[config.mk]
export PLATFORM = sky130hd
export DESIGN_NAME = dual_baud_divider
export DESIGN_NICKNAME = d
export VERILOG_FILES = /design/src/rtl/baud_div_pkg.sv /design/src/rtl/baud_reg_bank.sv /design/src/rtl/frac_tick_gen.sv /design/src/rtl/dual_baud_divider.sv
export SDC_FILE = /design/constraint.sdc
export NUM_CORES = 1
export LEC_CHECK = 0
export ABC_AREA = 1
export BUFFER_PORTS_ARGS = -buffer_cell sky130_fd_sc_hd__clkbuf_2
export CAP_MARGIN = 10
export CORE_AREA = 2 2 120 134
export DETAILED_ROUTE_END_ITERATION = 6
export DIE_AREA = 0 0 122 136
export PLACE_DENSITY = 0.4
export SYNTH_ARGS = -nofsm -noshare
export SYNTH_HDL_FRONTEND = slang
export SYNTH_HIERARCHICAL = 1
export SYNTH_SLANG_ARGS = --single-unit
[constraint.sdc]
create_clock -name clk -period 4.7 [get_ports clk]
set_clock_uncertainty 0.05 [all_clocks]
set_input_delay 0.705 -clock clk [delete_from_list [all_inputs] [get_ports clk]]
set_output_delay 0.705 -clock clk [all_outputs]
set_load 0.02 [all_outputs]
[src/rtl/baud_div_pkg.sv]
// Package: shared constants and the register select encoding for the
// two-channel fractional tick divider.
package baud_div_pkg;
    localparam int FRAC_W   = 4;   // fraction width, sixteenths of a clock
    localparam int FRAC_LSB = 4;   // fraction field position in write data
    localparam int DATA_W   = 16;  // register write width

    typedef enum logic [1:0] {
        SEL_IR_FRAC = 2'b00,
        SEL_IR_CNT  = 2'b01,
        SEL_UA_FRAC = 2'b10,
        SEL_UA_CNT  = 2'b11
    } reg_sel_e;
endpackage

[src/rtl/baud_reg_bank.sv]
// Module: baud_reg_bank
// Holds the fraction and count fields for both channels and raises a
// one-cycle restart pulse for the channel being written.
// Assumes: select bit 1 picks the channel, bit 0 picks count vs fraction.
module baud_reg_bank
    import baud_div_pkg::*;
#(
    parameter int IR_CNT_W = 4,
    parameter int UA_CNT_W = 8
) (
    input  logic                clk,
    input  logic                rst_n,
    input  logic                wr_en_i,
    input  logic [1:0]          wr_sel_i,
    input  logic [DATA_W-1:0]   wr_data_i,
    output logic [FRAC_W-1:0]   ir_frac_o,
    output logic [IR_CNT_W-1:0] ir_cnt_o,
    output logic [FRAC_W-1:0]   ua_frac_o,
    output logic [UA_CNT_W-1:0] ua_cnt_o,
    output logic                ir_clr_o,
    output logic                ua_clr_o
);
    reg_sel_e sel;
    logic     unused_hi_bits;

    assign sel            = reg_sel_e'(wr_sel_i);
    assign unused_hi_bits = ^wr_data_i[DATA_W-1:8];

    // Restart pulses: any write to a channel restarts that channel.
    assign ir_clr_o = wr_en_i && !wr_sel_i[1];
    assign ua_clr_o = wr_en_i &&  wr_sel_i[1];

    // Field capture: only the documented bits of each write are kept.
    always_ff @(posedge clk) begin
        if (!rst_n) begin
            ir_frac_o <= '0;
            ir_cnt_o  <= '0;
            ua_frac_o <= '0;
            ua_cnt_o  <= '0;
        end else if (wr_en_i) begin
            case (sel)
                SEL_IR_FRAC: ir_frac_o <= wr_data_i[FRAC_LSB +: FRAC_W];
                SEL_IR_CNT:  ir_cnt_o  <= wr_data_i[IR_CNT_W-1:0];
                SEL_UA_FRAC: ua_frac_o <= wr_data_i[FRAC_LSB +: FRAC_W];
                default:     ua_cnt_o  <= wr_data_i[UA_CNT_W-1:0];
            endcase
        end
    end

    // a single write never restarts both channels
    one_restart_chk: assert property (@(posedge clk) disable iff (!rst_n)
        $onehot0({ir_clr_o, ua_clr_o}));

    // the written fraction is visible one cycle after its write
    frac_capture_chk: assert property (@(posedge clk) disable iff (!rst_n)
        (wr_en_i && wr_sel_i == 2'b00) |=> ir_frac_o == $past(wr_data_i[7:4]));
endmodule

[src/rtl/frac_tick_gen.sv]
// Module: frac_tick_gen
// One divider channel. Base period is (count+1)*GROUP clocks; a FRAC_W-bit
// accumulator adds the fraction on every tick and its carry stretches the
// following period by one clock.
// Assumes: count and fraction only change together with clr_i.
module frac_tick_gen #(
    parameter int CNT_W      = 4,
    parameter int GROUP      = 1,
    parameter int FRAC_W     = 4,
    parameter bit ALLOW_ZERO = 1'b1
) (
    input  logic              clk,
    input  logic              rst_n,
    input  logic              en_i,
    input  logic              clr_i,
    input  logic [CNT_W-1:0]  count_i,
    input  logic [FRAC_W-1:0] frac_i,
    output logic              tick_o
);
    localparam int PER_W = CNT_W + $clog2(GROUP) + 2;

    logic [PER_W-1:0]  base;
    logic [PER_W-1:0]  last;
    logic [PER_W-1:0]  cnt_q;
    logic [FRAC_W-1:0] acc_q;
    logic              stretch_q;
    logic              valid;
    logic              run;
    logic              at_end;

    // Legal-count decode: the variant is picked by ALLOW_ZERO.
    generate
        if (ALLOW_ZERO) begin : g_any_count
            assign valid = 1'b1;
        end else begin : g_nonzero_count
            assign valid = |count_i;
        end
    endgenerate

    assign base   = (PER_W'(count_i) + PER_W'(1)) * PER_W'(GROUP);
    assign last   = base + PER_W'(stretch_q) - PER_W'(1);
    assign run    = en_i && valid;
    assign at_end = run && (cnt_q == last);
    assign tick_o = at_end;

    // Period counter and fractional phase, restarted on clear or idle.
    always_ff @(posedge clk) begin
        if (!rst_n || clr_i || !run) begin
            cnt_q     <= '0;
            acc_q     <= '0;
            stretch_q <= 1'b0;
        end else if (at_end) begin
            cnt_q              <= '0;
            {stretch_q, acc_q} <= {1'b0, acc_q} + {1'b0, frac_i};
        end else begin
            cnt_q <= cnt_q + PER_W'(1);
        end
    end

    // Checker state: clocks since the previous tick of an unbroken run.
    logic [PER_W-1:0] gap_q;
    logic             seen_q;
    always_ff @(posedge clk) begin
        if (!rst_n || clr_i || !run) begin
            gap_q  <= '0;
            seen_q <= 1'b0;
        end else if (tick_o) begin
            gap_q  <= PER_W'(1);
            seen_q <= 1'b1;
        end else begin
            gap_q <= gap_q + PER_W'(1);
        end
    end


    period_bound_chk: assert property (@(posedge clk) disable iff (!rst_n)
        (tick_o && seen_q) |-> (gap_q == base || gap_q == base + PER_W'(1)));


    no_stretch_zero_frac_chk: assert property (@(posedge clk) disable iff (!rst_n)
        (frac_i == '0) |-> !stretch_q);


    idle_phase_clear_chk: assert property (@(posedge clk) disable iff (!rst_n)
        !en_i |=> (acc_q == '0 && !stretch_q));


    restart_phase_chk: assert property (@(posedge clk) disable iff (!rst_n)
        clr_i |=> (cnt_q == '0 && acc_q == '0));
endmodule

[src/rtl/dual_baud_divider.sv]
// Module: dual_baud_divider
// Top: register bank plus an infrared channel (single-clock groups, zero
// count illegal) and a UART channel (sixteen-clock groups).
// Assumes: one register write per cycle at most.
module dual_baud_divider
    import baud_div_pkg::*;
#(
    parameter int IR_CNT_W  = 4,
    parameter int UA_CNT_W  = 8,
    parameter int UA_GROUP  = 16
) (
    input  logic        clk,
    input  logic        rst_n,
    input  logic        ir_en,
    input  logic        uart_en,
    input  logic        wr_en,
    input  logic [1:0]  wr_sel,
    input  logic [15:0] wr_data,
    output logic        ir_tick,
    output logic        uart_tick
);
    logic [FRAC_W-1:0]   ir_frac;
    logic [IR_CNT_W-1:0] ir_cnt;
    logic [FRAC_W-1:0]   ua_frac;
    logic [UA_CNT_W-1:0] ua_cnt;
    logic                ir_clr;
    logic                ua_clr;

    baud_reg_bank #(
        .IR_CNT_W (IR_CNT_W),
        .UA_CNT_W (UA_CNT_W)
    ) u_regs (
        .clk       (clk),
        .rst_n     (rst_n),
        .wr_en_i   (wr_en),
        .wr_sel_i  (wr_sel),
        .wr_data_i (wr_data),
        .ir_frac_o (ir_frac),
        .ir_cnt_o  (ir_cnt),
        .ua_frac_o (ua_frac),
        .ua_cnt_o  (ua_cnt),
        .ir_clr_o  (ir_clr),
        .ua_clr_o  (ua_clr)
    );

    frac_tick_gen #(
        .CNT_W      (IR_CNT_W),
        .GROUP      (1),
        .FRAC_W     (FRAC_W),
        .ALLOW_ZERO (1'b0)
    ) u_ir_chan (
        .clk     (clk),
        .rst_n   (rst_n),
        .en_i    (ir_en),
        .clr_i   (ir_clr),
        .count_i (ir_cnt),
        .frac_i  (ir_frac),
        .tick_o  (ir_tick)
    );

    frac_tick_gen #(
        .CNT_W      (UA_CNT_W),
        .GROUP      (UA_GROUP),
        .FRAC_W     (FRAC_W),
        .ALLOW_ZERO (1'b1)
    ) u_ua_chan (
        .clk     (clk),
        .rst_n   (rst_n),
        .en_i    (uart_en),
        .clr_i   (ua_clr),
        .count_i (ua_cnt),
        .frac_i  (ua_frac),
        .tick_o  (uart_tick)
    );


    ir_zero_silent_chk: assert property (@(posedge clk) disable iff (!rst_n)
        (ir_cnt == '0) |-> !ir_tick);


    ua_gate_chk: assert property (@(posedge clk) disable iff (!rst_n)
        !uart_en |-> !uart_tick);


    reset_quiet_chk: assert property (@(posedge clk)
        !rst_n |=> (!ir_tick && !uart_tick));
endmodule

==> results.txt, run 1 <==
- Slew at the pin closest to its max-slew limit: 649 ps
- Entering global routing, the biggest net connects 23 pins.
- Post-CTS Setup Bufs: 0
- Buffers on Ports: 16
* Kind of end point of the critical path: output pin
- Ant. Diodes: 0
- Worst skew pair latency: 300 ps
- Of all nets on the critical path, the largest fanout is 10.
- Min cycle time layout: 3180 ps
- Final hold violations: 0
* Post-Synthesis Cells: 514
* Worst hold path class: reg -> reg
- Worst r2r path cells: 16
- FFs w/ async S/R, synth: 0
- Fill cells in the final layout number approximately 1800.
- Counting along the longest clock path gives a buffer depth of 2.
- Number of placement rows: 48
- Number of violations reported at the end of detailed-routing iteration 0: 126
* IR drop worst, VDD: 0.111 mV
- The mapped netlist covers 3440 um^2.
* Static leakage: 1.76 nW
* Share of the yosys chip area belonging to registers: 0.291
- Setup total negative slack on the finished layout was measured at 0 ps.
- Worst hold path endpoint: u_ua_chan/cnt_q[0]
- Power Density: 256 nW/um^2
* Standard cell core area: between 15000 and 20000 um^2
- Of the post-synthesis cell area, the dominant cell type holds 0.291.
- In this run the tightest slew margin relative to its limit is 0.566.
- Dividing the synthesized area by the synthesized cell count gives ~6.7 um^2.
- Num Clock Sinks: 50
* Reg2reg start: u_regs/ua_cnt_o[0]
- The first global-routing pass estimated 12800 um of wire.
- The initial antenna violation count came to 0.
- In this run the vertical extent of the chip is 136 um.
- The endpoint identified for the worst register-to-register timing path is u_ua_chan/cnt_q[6].
* Area added between synthesis and finish: 12.7%
- Detailed placer's ending HPWL: 5710 um
- Synth top area cells: sky130_fd_sc_hd__dfxtp_1 (29%), sky130_fd_sc_hd__nand2_1 (15%), sky130_fd_sc_hd__nor2_1 (9.2%)
- Post-route clock period utilization: 0.677
* Start point of the worst min-delay path: u_ua_chan/cnt_q[0]
* Timing-limited maximum frequency: ~310 MHz
* Synthesized net count: approximately 550
- Worst setup path class: reg -> out
- Before antenna repair, the detailed router went through 4 iterations.
- STA puts the critical path data arrival time at 2430 ps.
* Maximum level of the CTS H-tree: 2
- Count of final setup violators: 0
- Counting flops and latches in the post-synthesis netlist gives 50.
- Fraction of final layout cells with drive strength greater than 1: 0.130
* Post-detailed-route wirelength per cell: 9.94 um
- Netlist cell types: 32
- RSZ-0062 raised after global routing: false
* Cts hold-fix bufs: 0
- In the routed layout, each cell is associated on average with a via count of roughly 3.9.
- Summed over all layers, the global routing overflow is 0.
- The die covers 16600 um^2.
- Routability-driven placement finished with a final weighted congestion of 0.795.
- Synth warn: 6
* Final layout net count: 571
* Root cell of the clock tree: sky130_fd_sc_hd__clkbuf_16
- Final routed wirelength across all metal layers: 7260 um
- Max-cap violation count: 0
- Cell depth of the worst min-delay path: 1
* Io pins: 25
- Via count of the routed design: 2879
* Outcome: finished clean
- Post-Route Hold Slack: 420 ps
- Post-DRT Antenna Nets: 0
- Data on the critical path is required at its endpoint by 3940 ps.
* Number of flops mapped to enable cells by yosys: 0
* Cell type contributing the most total cell area after synthesis: sky130_fd_sc_hd__dfxtp_1
- Vias in the first global route: 2798
* Worst R2R Setup Slack: 2210 ps
- CP startpoint kind: flip-flop
- Clock tree from TritonCTS: yes
* Pins Over Slew Limit: 0
- Measured along the x axis, the die boundary spans between 100 and 150 um.
- In the routed design, unresolved DRC markers number 0.
* Clock transition at the registers of the reported paths: around 70 ps
* Primary flip-flop cell chosen by synthesis mapping: sky130_fd_sc_hd__dfxtp_1
- After clock tree synthesis, the repair step resized 0 gates.
* Total GRT Usage: 0.0956
- Inserted Clock Buffers: 5
* Initial standard-cell utilization of the core: 0.225
[layer usage]
metal / track usage / part of all wire / up-vias
met5: 0 / 0 / -
met4: 0.0338 / 0.020 / 0
met3: 0.0218 / 0.026 / 11
met2: 0.162 / 0.47 / 28
met1: 0.118 / 0.48 / 1236
li1: - / - / 1604
[stage by stage]
step / total power [mW] / std cells / setup slack (ps) / area [um^2] / util
floorplan: 0.556 / 514 / 2150 / 3440 / -
global placement: 0.583 / 724 / 1770 / 3710 / 0.243
detailed placement: 0.585 / 724 / 1760 / 3710 / 0.243
CTS: 1.02 / 731 / 1420 / 3880 / 0.253
global route: 1.05 / 731 / 1190 / 3880 / 0.253
finish: 0.992 / 731 / 1520 / 3880 / 0.253
[state kept, by name, summed over array words and instances, names as in the netlist]
register             count
u_ua_chan/stretch_q      1
u_regs/ua_frac_o         4
u_ua_chan/cnt_q         14
u_regs/ir_cnt_o          4
u_ir_chan/cnt_q          6
u_regs/ir_frac_o         4
u_ir_chan/stretch_q      1
u_regs/ua_cnt_o          8
u_ir_chan/acc_q          4
u_ua_chan/acc_q          4
[synthesized netlist by cell type (all sizes together) (3+ instances only)]
master / count
a21oi: 11
buf: 6
dfxtp: 50
ha: 15
inv: 80
nand2: 154
nand3: 46
nand3b: 3
nand4: 9
nor2: 107
nor3: 3
xnor2: 6
xor2: 13
[cells in the final DEF, fill, tap and decap left out, types with 5 or more instances in the layout]
master / instances
sky130_fd_sc_hd__nand2_2: 11
sky130_fd_sc_hd__nand4_1: 9
sky130_fd_sc_hd__dfxtp_1: 50
sky130_fd_sc_hd__ha_1: 15
sky130_fd_sc_hd__nand2_1: 139
sky130_fd_sc_hd__inv_1: 79
sky130_fd_sc_hd__clkbuf_2: 16
sky130_fd_sc_hd__nand3_1: 44
sky130_fd_sc_hd__xnor2_1: 6
sky130_fd_sc_hd__nor2_1: 84
sky130_fd_sc_hd__a21oi_1: 11
sky130_fd_sc_hd__clkbuf_16: 5
sky130_fd_sc_hd__nor2_2: 6
sky130_fd_sc_hd__nor2_4: 16
sky130_fd_sc_hd__xor2_1: 13
[power breakdown]
part,internal [mW],leakage [nW],switching (mW)
Sequential,0.434,0.406,0.0128
Combinational,0.0443,1.28,0.0817
Clock,0.250,0.0799,0.169
[critical path, stage by stage (launching register included)]
cell                       delay [ps]
sky130_fd_sc_hd__dfxtp_1          480
sky130_fd_sc_hd__ha_1             260
sky130_fd_sc_hd__inv_1             50
sky130_fd_sc_hd__nand2_1           80
sky130_fd_sc_hd__nand2_2           90
sky130_fd_sc_hd__nand2_4          110
sky130_fd_sc_hd__nand2_1           60
sky130_fd_sc_hd__nand2_1           50
sky130_fd_sc_hd__nand2_1           50
sky130_fd_sc_hd__nor2_1           100
sky130_fd_sc_hd__nand2_1           60
sky130_fd_sc_hd__nor2_1           100
sky130_fd_sc_hd__nand2_1           90
sky130_fd_sc_hd__nor2_4           140
sky130_fd_sc_hd__nand3_4          160
sky130_fd_sc_hd__inv_1             80
sky130_fd_sc_hd__clkbuf_2         160
[worst max path at each step]
stage / slack [ps] / cells past startpoint / from / to
finish: 1520 / 16 / u_regs/ua_cnt_o[0] / uart_tick
detailed placement: 1760 / 16 / u_regs/ua_cnt_o[0] / uart_tick
CTS: 1420 / 16 / u_regs/ua_cnt_o[0] / uart_tick
global placement: 1770 / 16 / u_regs/ua_cnt_o[0] / uart_tick
floorplan: 2150 / 13 / u_regs/ua_cnt_o[0] / uart_tick
global route: 1190 / 16 / u_regs/ua_cnt_o[0] / uart_tick
[final cells by class]
cell class	count	area (um^2)	share of cell area
clock buffer	5	125	0.0323
sequential	50	1000	0.258
multi-input combinational	377	2080	0.536
tap	200	250	0.0645
clock inverter	2	38.8	0.0100
timing repair buffer	16	80.1	0.0206
inverter	81	304	0.0784
[cell families after synthesis]
group | Yosys count | synth area share
compound gates | 16 | 0.0265
xor+xnor | 19 | 0.0483
fa+ha+maj | 17 | 0.0662
buf+inv | 87 | 0.105
flops | 50 | 0.291
simple gates | 325 | 0.463
No activity file was read; power rests on OpenSTA's default activity.
==> inputs of run 2 (changes only) <==
==> constraint.sdc (replaced) <==
create_clock -name clk -period 3.02 [get_ports clk]
set_clock_uncertainty 0.05 [all_clocks]
set_input_delay 0.453 -clock clk [delete_from_list [all_inputs] [get_ports clk]]
set_output_delay 0.453 -clock clk [all_outputs]
set_load 0.02 [all_outputs]
==> results.txt, run 2 (synthesis gave the netlist of run 1 again) <==
- Outcome: finished clean (unchanged).
- Standard cell core area: 15300 um^2 (unchanged)
* Fin area: 3920 um^2 (was 3880 um^2)
* Worst skew pair latency: 300 ps (about the same)
- Timing-limited maximum frequency: approximately 370 MHz
* Worst EP arrival: 2200 ps (was 2430 ps)
- Core utilization of the finished layout: 0.256 (was 0.253)
* Root cell of the clock tree: sky130_fd_sc_hd__clkbuf_16 (unchanged)
- Remaining design rule violation count: 0 (unchanged)
- The filler-free cell count of the finished design was 736 (was 731).
- RSZ-0062 raised after global routing: false (unchanged)
- The number of fill cells is 1717 (was 1752).
- The starting density of the core was 0.225 (unchanged).
* Final layout net count: 576 (was 571)
* Num Clock Sinks: 50 (unchanged)
- Switching power total: 414 uW (was 264 uW)
- Clock tree buffer depth: 2 (unchanged)
- Slew at the pin closest to its max-slew limit: 462 ps (was 649 ps)
- Total negative slack: 0 ps (unchanged)
* Pin count of the biggest net entering global routing: 23 (unchanged)
* Clock tree from TritonCTS: yes (unchanged)
- Placed Cells incl. Taps: 726 (was 724)
- The cell with the most instances on the worst path was sky130_fd_sc_hd__nand2_1 (unchanged).
- The flip-flop count of the largest register after layout is 14 (unchanged).
- Dpl ws: 406 ps (was 1760 ps)
- Data required time of the critical path: 2520 ps (was 3940 ps)
- The internal power came to 1.14 mW (was 728 uW).
- Fraction of final layout cells with drive strength greater than 1: 0.146 (was 0.130)
- The slowest cell on the critical path is sky130_fd_sc_hd__dfxtp_2 (was sky130_fd_sc_hd__dfxtp_1).
- The half-perimeter wire length after detailed placement came to 5810 um (was 5710 um).
- Maximum level of the CTS H-tree: 2 (unchanged)
* Part of the total power dissipated in combinational logic: 0.128 (was 0.127)
- Cell chain of the critical path: ha_1 > inv_1 > nand2_1 > nand2_1 > nand2_1 > nand2_1 > nand3_1 > nor2_1 > nand2_1 > nor2_1 > nand2_1 > nor2_4 > nand3_4 > inv_1 > clkbuf_2 (was ha_1 > inv_1 > nand2_1 > nand2_2 > nand2_4 > nand2_1 > nand2_1 > nand2_1 > nor2_1 > nand2_1 > nor2_1 > nand2_1 > nor2_4 > nand3_4 > inv_1 > clkbuf_2)
* Buffers on Ports: 16 (unchanged)
* Clock transition at the registers of the reported paths: 70 ps (about the same)
* Die Footprint: 16600 um^2 (unchanged)
- The busiest layer in global routing is met2 (unchanged).
- Clock power share: 0.423 (was 0.422)
* Critical path's largest stage delay: 350 ps (was 480 ps)
- Register name with the most flops: u_ua_chan/cnt_q (unchanged)
- Min cycle time layout: 2710 ps
* Most common cell after layout, fill and taps aside: sky130_fd_sc_hd__nand2_1 (unchanged)
- The placement row count is 48 (unchanged).
- Die Y: 136 um (unchanged)
* Static leakage: 1.78 nW (was 1.76 nW)
- Worst hold path class: in -> reg (was reg -> reg)
- Net switching share of the total power: 0.267 (was 0.266)
- Storage element area: 1000 um^2 (about the same)
- The via count of the first global-routing pass came to 2894 (was 2798).
- Number of antenna violations at the first check in global routing: 0 (unchanged)
- Worst path top cell family by delay: simple AND/OR/NAND/NOR gates (unchanged)
- The critical path class was reg -> out (unchanged).
- Registers with the most flip-flops: u_ua_chan/cnt_q: 14 flops, u_regs/ua_cnt_o: 8 flops, u_ir_chan/cnt_q: 6 flops (unchanged).
- Final hold violations: 0 (unchanged)
- The number of top-level design ports came to 25 (unchanged).
- The count of buffering cells on the critical path with inverters included is 3 (unchanged).
* Post-detailed-route wirelength per cell: 10.1 um (was 9.94 um)
* Area added between synthesis and finish: 13.9% (was 12.7%)
- Max-slew headroom: 0.691 (was 0.566)
- GRT met2 Usage: 0.174 (was 0.162)
- The vias per cell came to 4.01 (was 3.94).
- Post-route clock period utilization: 0.896
- IR drop worst, VDD: 0.200 mV (was 0.111 mV)
* Gp weighted congestion: 0.794 (was 0.795)
- The sequential power share came to 0.449 (was 0.450).
- Highest-count cells in the layout ignoring fill and taps: sky130_fd_sc_hd__nand2_1 (139), sky130_fd_sc_hd__nor2_1 (84), sky130_fd_sc_hd__inv_1 (78) (was sky130_fd_sc_hd__nand2_1 (139), sky130_fd_sc_hd__nor2_1 (84), sky130_fd_sc_hd__inv_1 (79)).
* Via count of the routed design: 2953 (was 2879)
* First-pass GRT wire length: 13100 um (was 12800 um)
- The largest driver fanout on the critical path came to 5 (was 10).
- Final routed wirelength across all metal layers: 7430 um (was 7260 um)
* Ant. Diodes: 0 (unchanged)
- Floorplan die width: 122 um (unchanged)
- Multi-input combinational cell area: 2080 um^2 (about the same)
- Placed Area: 3730 um^2 (was 3710 um^2)
- Met3 Track Usage GR: 0.0218 (unchanged)
- The number of design-rule violations left by the first detailed-router iteration was 110 (was 126).
* Post-DRT Antenna Nets: 0 (unchanged)
- The number of setup violations in the final report is 0 (unchanged).
* Pins Over Slew Limit: 0 (unchanged)
* Global routing met1 resource utilization: 0.119 (was 0.118)
- The max-cap check violation count came to 0 (unchanged).
- The worst setup margin is 314 ps (was 1520 ps).
- The hold-fix buffer count after cts came to 0 (unchanged).
* CP startpoint kind: flip-flop (unchanged)
* Kind of end point of the critical path: output pin (unchanged)
- Power Density: 395 nW/um^2 (was 256 nW/um^2)
- DR pass1 iterations: 4 (unchanged)
* Residual overflow from global routing: 0 (unchanged)
- Inserted Clock Buffers: 5 (unchanged)
- The global-route total usage across every layer was 0.0998 (was 0.0956).
## run 2: cell count changes in the layout (fill, tap and decap cells not counted), sizes merged
cell	delta
buf	+5
## run 2: layout make-up
class / count / share of cell area
inverters: 81 / 0.0775
well taps: 200 / 0.0638
clock buffers: 5 / 0.0319
multi-input cells: 377 / 0.531
clock inverters: 2 / 0.00989
flip-flops and latches: 50 / 0.256
repair buffers: 21 / 0.0300
## run 2: worst reg2reg max path: stages, from the launching register on
cell and delay (ps):
sky130_fd_sc_hd__dfxtp_2 350, sky130_fd_sc_hd__ha_1 320, sky130_fd_sc_hd__inv_1 110, sky130_fd_sc_hd__nand2_1 80
sky130_fd_sc_hd__nand2_1 60, sky130_fd_sc_hd__nand2_1 40, sky130_fd_sc_hd__nand2_1 60, sky130_fd_sc_hd__nand3_1 60
sky130_fd_sc_hd__nor2_1 110, sky130_fd_sc_hd__nand2_1 60, sky130_fd_sc_hd__nor2_1 100, sky130_fd_sc_hd__nand2_1 100
sky130_fd_sc_hd__nor2_4 140, sky130_fd_sc_hd__nand3_4 100, sky130_fd_sc_hd__buf_4 150, sky130_fd_sc_hd__nand2_4 270
sky130_fd_sc_hd__a21oi_1 90
## run 2: metal layers
metal	up-vias	wire, um	part of all wire
met1	1300	3560	0.48
li1	1614	-	-
met2	29	3490	0.47
met5	-	0	0
met4	0	162	0.022
met3	10	221	0.030
## run 2: path summary, 6_finish.rpt
kind / cells after the start / endpoint / slack (ps) / from
min: 3 / u_regs/ua_cnt_o[2] / 350 / wr_data[2]
max reg2reg: 16 / u_ua_chan/cnt_q[6] / 650 / u_regs/ua_cnt_o[0]
min reg2reg: 1 / u_ua_chan/cnt_q[0] / 420 / u_ua_chan/cnt_q[0]
max: 15 / uart_tick / 310 / u_regs/ua_cnt_o[0]
## run 2: per-stage QoR
step	hold WS, ps	power (mW)
6_report	353	1.55
3_3_place_gp	396	0.909
2_1_floorplan	379	0.865
5_1_grt	371	1.64
3_5_place_dp	404	0.912
4_1_cts	337	1.59
## run 2: repair_timing
item | CTS | global route
setup endpoints to repair | 0 | 1
gates resized for setup | 0 | 4
buffers inserted | 0 | 3
## run 2: power groups by stage
stage	sequential [mW]	combinational, mW	clock [mW]
after detailed placement	0.711	0.201	0
after CTS	0.695	0.202	0.692
after floorplan	0.704	0.160	0
after global placement	0.710	0.199	0
final	0.695	0.199	0.655
after global routing	0.699	0.230	0.707
==> inputs of run 3 (changes only) <==
--- a/config.mk
+++ b/config.mk
@@ -8,10 +8,12 @@
 export ABC_AREA = 1
 export BUFFER_PORTS_ARGS = -buffer_cell sky130_fd_sc_hd__clkbuf_2
 export CAP_MARGIN = 10
+export CELL_PAD_IN_SITES_DETAIL_PLACEMENT = 2
+export CELL_PAD_IN_SITES_GLOBAL_PLACEMENT = 2
 export CORE_AREA = 2 2 120 134
 export DETAILED_ROUTE_END_ITERATION = 6
 export DIE_AREA = 0 0 122 136
-export PLACE_DENSITY = 0.4
+export PLACE_DENSITY = 0.62
 export SYNTH_ARGS = -nofsm -noshare
 export SYNTH_HDL_FRONTEND = slang
 export SYNTH_HIERARCHICAL = 1
==> constraint.sdc (replaced) <==
create_clock -name clk -period 2.4 [get_ports clk]
set_clock_uncertainty 0.05 [all_clocks]
set_input_delay 0.36 -clock clk [delete_from_list [all_inputs] [get_ports clk]]
set_output_delay 0.36 -clock clk [all_outputs]
set_load 0.02 [all_outputs]
==> results.txt, run 3 (synthesis gave the netlist of run 1 again) <==
* Maximum level of the CTS H-tree: 2 (unchanged)
- Min cycle time layout: between 2000 and 3000 ps
* Final hold violations: 0 (unchanged)
- The worst IR drop on VDD is 0.362 mV (was 0.200 mV).
- The final max-slew violation count was 0 (unchanged).
- Die Footprint: 16600 um^2 (unchanged)
* Final routed wirelength across all metal layers: 9860 um (was 7430 um)
* Num Clock Sinks: 50 (unchanged)
* First-pass GRT wire length: 16900 um (was 13100 um)
* Data required time of the critical path: 1990 ps (was 2520 ps)
* Total GRT Usage: 0.128 (was 0.0998)
* Inserted Clock Buffers: 5 (unchanged)
- The count of TritonRoute iterations in the first routing pass is 4 (unchanged).
* Post-detailed-route wirelength per cell: 13.1 um (was 10.1 um)
- The final reports fail on setup timing.
- Worst setup path class: reg -> out (unchanged)
* Clock tree buffer depth: 2 (unchanged)
* Power Density: 487 nW/um^2 (was 395 nW/um^2)
- The clock transition time at the flip-flop clock pins of the worst setup and hold paths is 80 ps (was 70 ps).
- The number of remaining DRC errors is 0 (unchanged).
* Clock tree from TritonCTS: yes (unchanged)
- Max-slew headroom: 0.323 (was 0.691)
* Number of violations reported at the end of detailed-routing iteration 0: 76 (was 110)
- Worst R2R Setup Slack: 20 ps (was 650 ps)
- Buffers on Ports: 16 (unchanged)
- Static leakage: 1.88 nW (was 1.78 nW)
- The startpoint of the lowest-slack hold path is wr_data[3] (was wr_data[2]).
- Worst-path fanout max: 4 (was 5)
- The share of layout cells above drive strength 1 is 0.216 (was 0.146).
- Max-cap violation count: 0 (unchanged)
* Worst hold path endpoint: u_regs/ua_cnt_o[3] (was u_regs/ua_cnt_o[2])
- Outcome: finished, violations left (was finished clean).
* Worst skew pair latency: 300 ps (about the same)
- Ant. Diodes: 0 (unchanged)
- RSZ-0062 raised after global routing: true (was false).
- The filler-free cell count of the finished design came to 750 (was 736).
- The starting density of the core was 0.225 (unchanged).
- Worst setup path start: u_regs/ua_cnt_o[0] (unchanged)
* Residual overflow from global routing: 0 (unchanged)
- Average via count per standard cell: 4.29 (was 4.01)
- Via count of the routed design: 3216 (was 2953)
- The flip-flop count of the largest register after layout came to 14 (unchanged).
* Number of antenna violations at the first check in global routing: 0 (unchanged)
* Detailed placer's ending HPWL: 7670 um (was 5810 um)
- The cell count of the worst reg-to-reg path was 20 (was 16).
- Number of placement rows: 48 (unchanged)
- The worst setup margin is -136 ps (was 314 ps).
* Kind of end point of the critical path: output pin (unchanged)
* Placed Cells incl. Taps: 735 (was 726)
- Floorplan die width: 122 um (unchanged)
* Worst hold path class: in -> reg (unchanged)
* Vias in the first global route: 3638 (was 2894)
* Register name with the most flops: u_ua_chan/cnt_q (unchanged)
* Worst EP arrival: 2130 ps (was 2200 ps)
- CP startpoint kind: flip-flop (unchanged)
* Timing-limited maximum frequency: a little under 400 MHz
* Root cell of the clock tree: sky130_fd_sc_hd__clkbuf_16 (unchanged)
- Reg2reg start: u_regs/ua_cnt_o[0] (unchanged)
- Registers with the most flip-flops: u_ua_chan/cnt_q: 14 flops, u_regs/ua_cnt_o: 8 flops, u_ir_chan/cnt_q: 6 flops (unchanged).
- The slew at the pin with the worst max-slew slack is 1010 ps (was 462 ps).
- The number of top-level design ports was 25 (unchanged).
- Standard cell core area: 15300 um^2 (unchanged)
- Pin count of the biggest net entering global routing: 21 (was 23)
- Worst reg2reg endpoint: u_ua_chan/acc_q[0] (was u_ua_chan/cnt_q[6])
* Post-route clock period utilization: 1.06
- Highest-count cells in the layout ignoring fill and taps: sky130_fd_sc_hd__nand2_1 (131), sky130_fd_sc_hd__nor2_1 (78), sky130_fd_sc_hd__inv_1 (73) (was sky130_fd_sc_hd__nand2_1 (139), sky130_fd_sc_hd__nor2_1 (84), sky130_fd_sc_hd__inv_1 (78))
* Gp weighted congestion: 0.744 (was 0.794)
- Area added between synthesis and finish: 23.3% (was 13.9%)
- Die Y: 136 um (unchanged)
* Final layout net count: 589 (was 576)
* Cell depth of the worst min-delay path: 3 (unchanged)
- The most common library cell in the layout ignoring fill and taps is sky130_fd_sc_hd__nand2_1 (unchanged).
* Post-DRT Antenna Nets: 0 (unchanged)
* Total negative slack: -136 ps (was 0 ps)
- Count of final setup violators: 1 (was 0)
## run 3: changes by cell type in the layout (fill, tap and decap cells not counted), moves of 4 or more
cell | previous run | this run
sky130_fd_sc_hd__inv_1 | 78 | 73
sky130_fd_sc_hd__nor2_1 | 84 | 78
sky130_fd_sc_hd__nand2_1 | 139 | 131
sky130_fd_sc_hd__buf_4 | 5 | 14
sky130_fd_sc_hd__nor2_4 | 16 | 20
## run 3: where the power goes
| group | switching [mW] | internal, mW |
|---|---|---|
| Clock | 0.384 | 0.500 |
| Sequential | 0.0252 | 0.849 |
| Combinational | 0.195 | 0.116 |
## run 3: routing by layer
layer	share of wire	wire [um]	up-vias	global-route usage
met3	0.020	197	11	0.0231
li1	-	-	1648	-
met5	0	0	-	0
met2	0.54	5300	27	0.243
met1	0.43	4230	1530	0.149
met4	0.013	132	0	0.0281
## run 3: how the worst max path moves through the flow
stage | endpoint | slack, ps | cells past startpoint
floorplan | uart_tick | 200 | 13
global placement | uart_tick | 30 | 14
detailed placement | uart_tick | -40 | 14
CTS | uart_tick | -190 | 16
global route | uart_tick | -330 | 15
finish | uart_tick | -140 | 16
## run 3: final cells by class
| type | count | area [um^2] |
|---|---|---|
| fillers | 1872 | 11100 |
| well taps | 200 | 250 |
| flip-flops and latches | 50 | 1010 |
| inverters | 81 | 312 |
| clock inverters | 3 | 47.5 |
| clock buffers | 5 | 125 |
| repair buffers | 33 | 244 |
| multi-input cells | 378 | 2260 |
## run 3: critical path, stage by stage (launching register included)
cell                      delay [ps]
sky130_fd_sc_hd__dfxtp_4         380
sky130_fd_sc_hd__ha_4            180
sky130_fd_sc_hd__inv_2            60
sky130_fd_sc_hd__nand2_4          60
sky130_fd_sc_hd__nand2_4         110
sky130_fd_sc_hd__nand2_4          70
sky130_fd_sc_hd__nor2_4          110
sky130_fd_sc_hd__buf_4           120
sky130_fd_sc_hd__nand2_1          70
sky130_fd_sc_hd__nor2_2          110
sky130_fd_sc_hd__nand2_1          70
sky130_fd_sc_hd__nand2_1          80
sky130_fd_sc_hd__nand2_1          70
sky130_fd_sc_hd__inv_2            80
sky130_fd_sc_hd__nand3_4          80
sky130_fd_sc_hd__inv_2            70
sky130_fd_sc_hd__buf_8           100
## run 3: stage by stage
| step | setup slack (ps) | hold WS [ps] | power, mW | util | area [um^2] |
|---|---|---|---|---|---|
| final | -136 | 256 | 2.07 | 0.277 | 4250 |
| after global routing | -326 | 271 | 2.19 | 0.277 | 4250 |
| after floorplan | 196 | 379 | 1.09 | - | 3440 |
| after detailed placement | -45.0 | 418 | 1.17 | 0.248 | 3800 |
| after CTS | -189 | 252 | 2.10 | 0.271 | 4150 |
| after global placement | 25.1 | 392 | 1.16 | 0.248 | 3800 |
## run 3: timing repair
item                                    4_1_cts  5_1_grt
hold buffers                                  0        0
resized for setup                            35       25
buffers inserted                              5        1
cloned                                        0        1
endpoints found under the setup margin        2       21
pin swaps                                    18       12
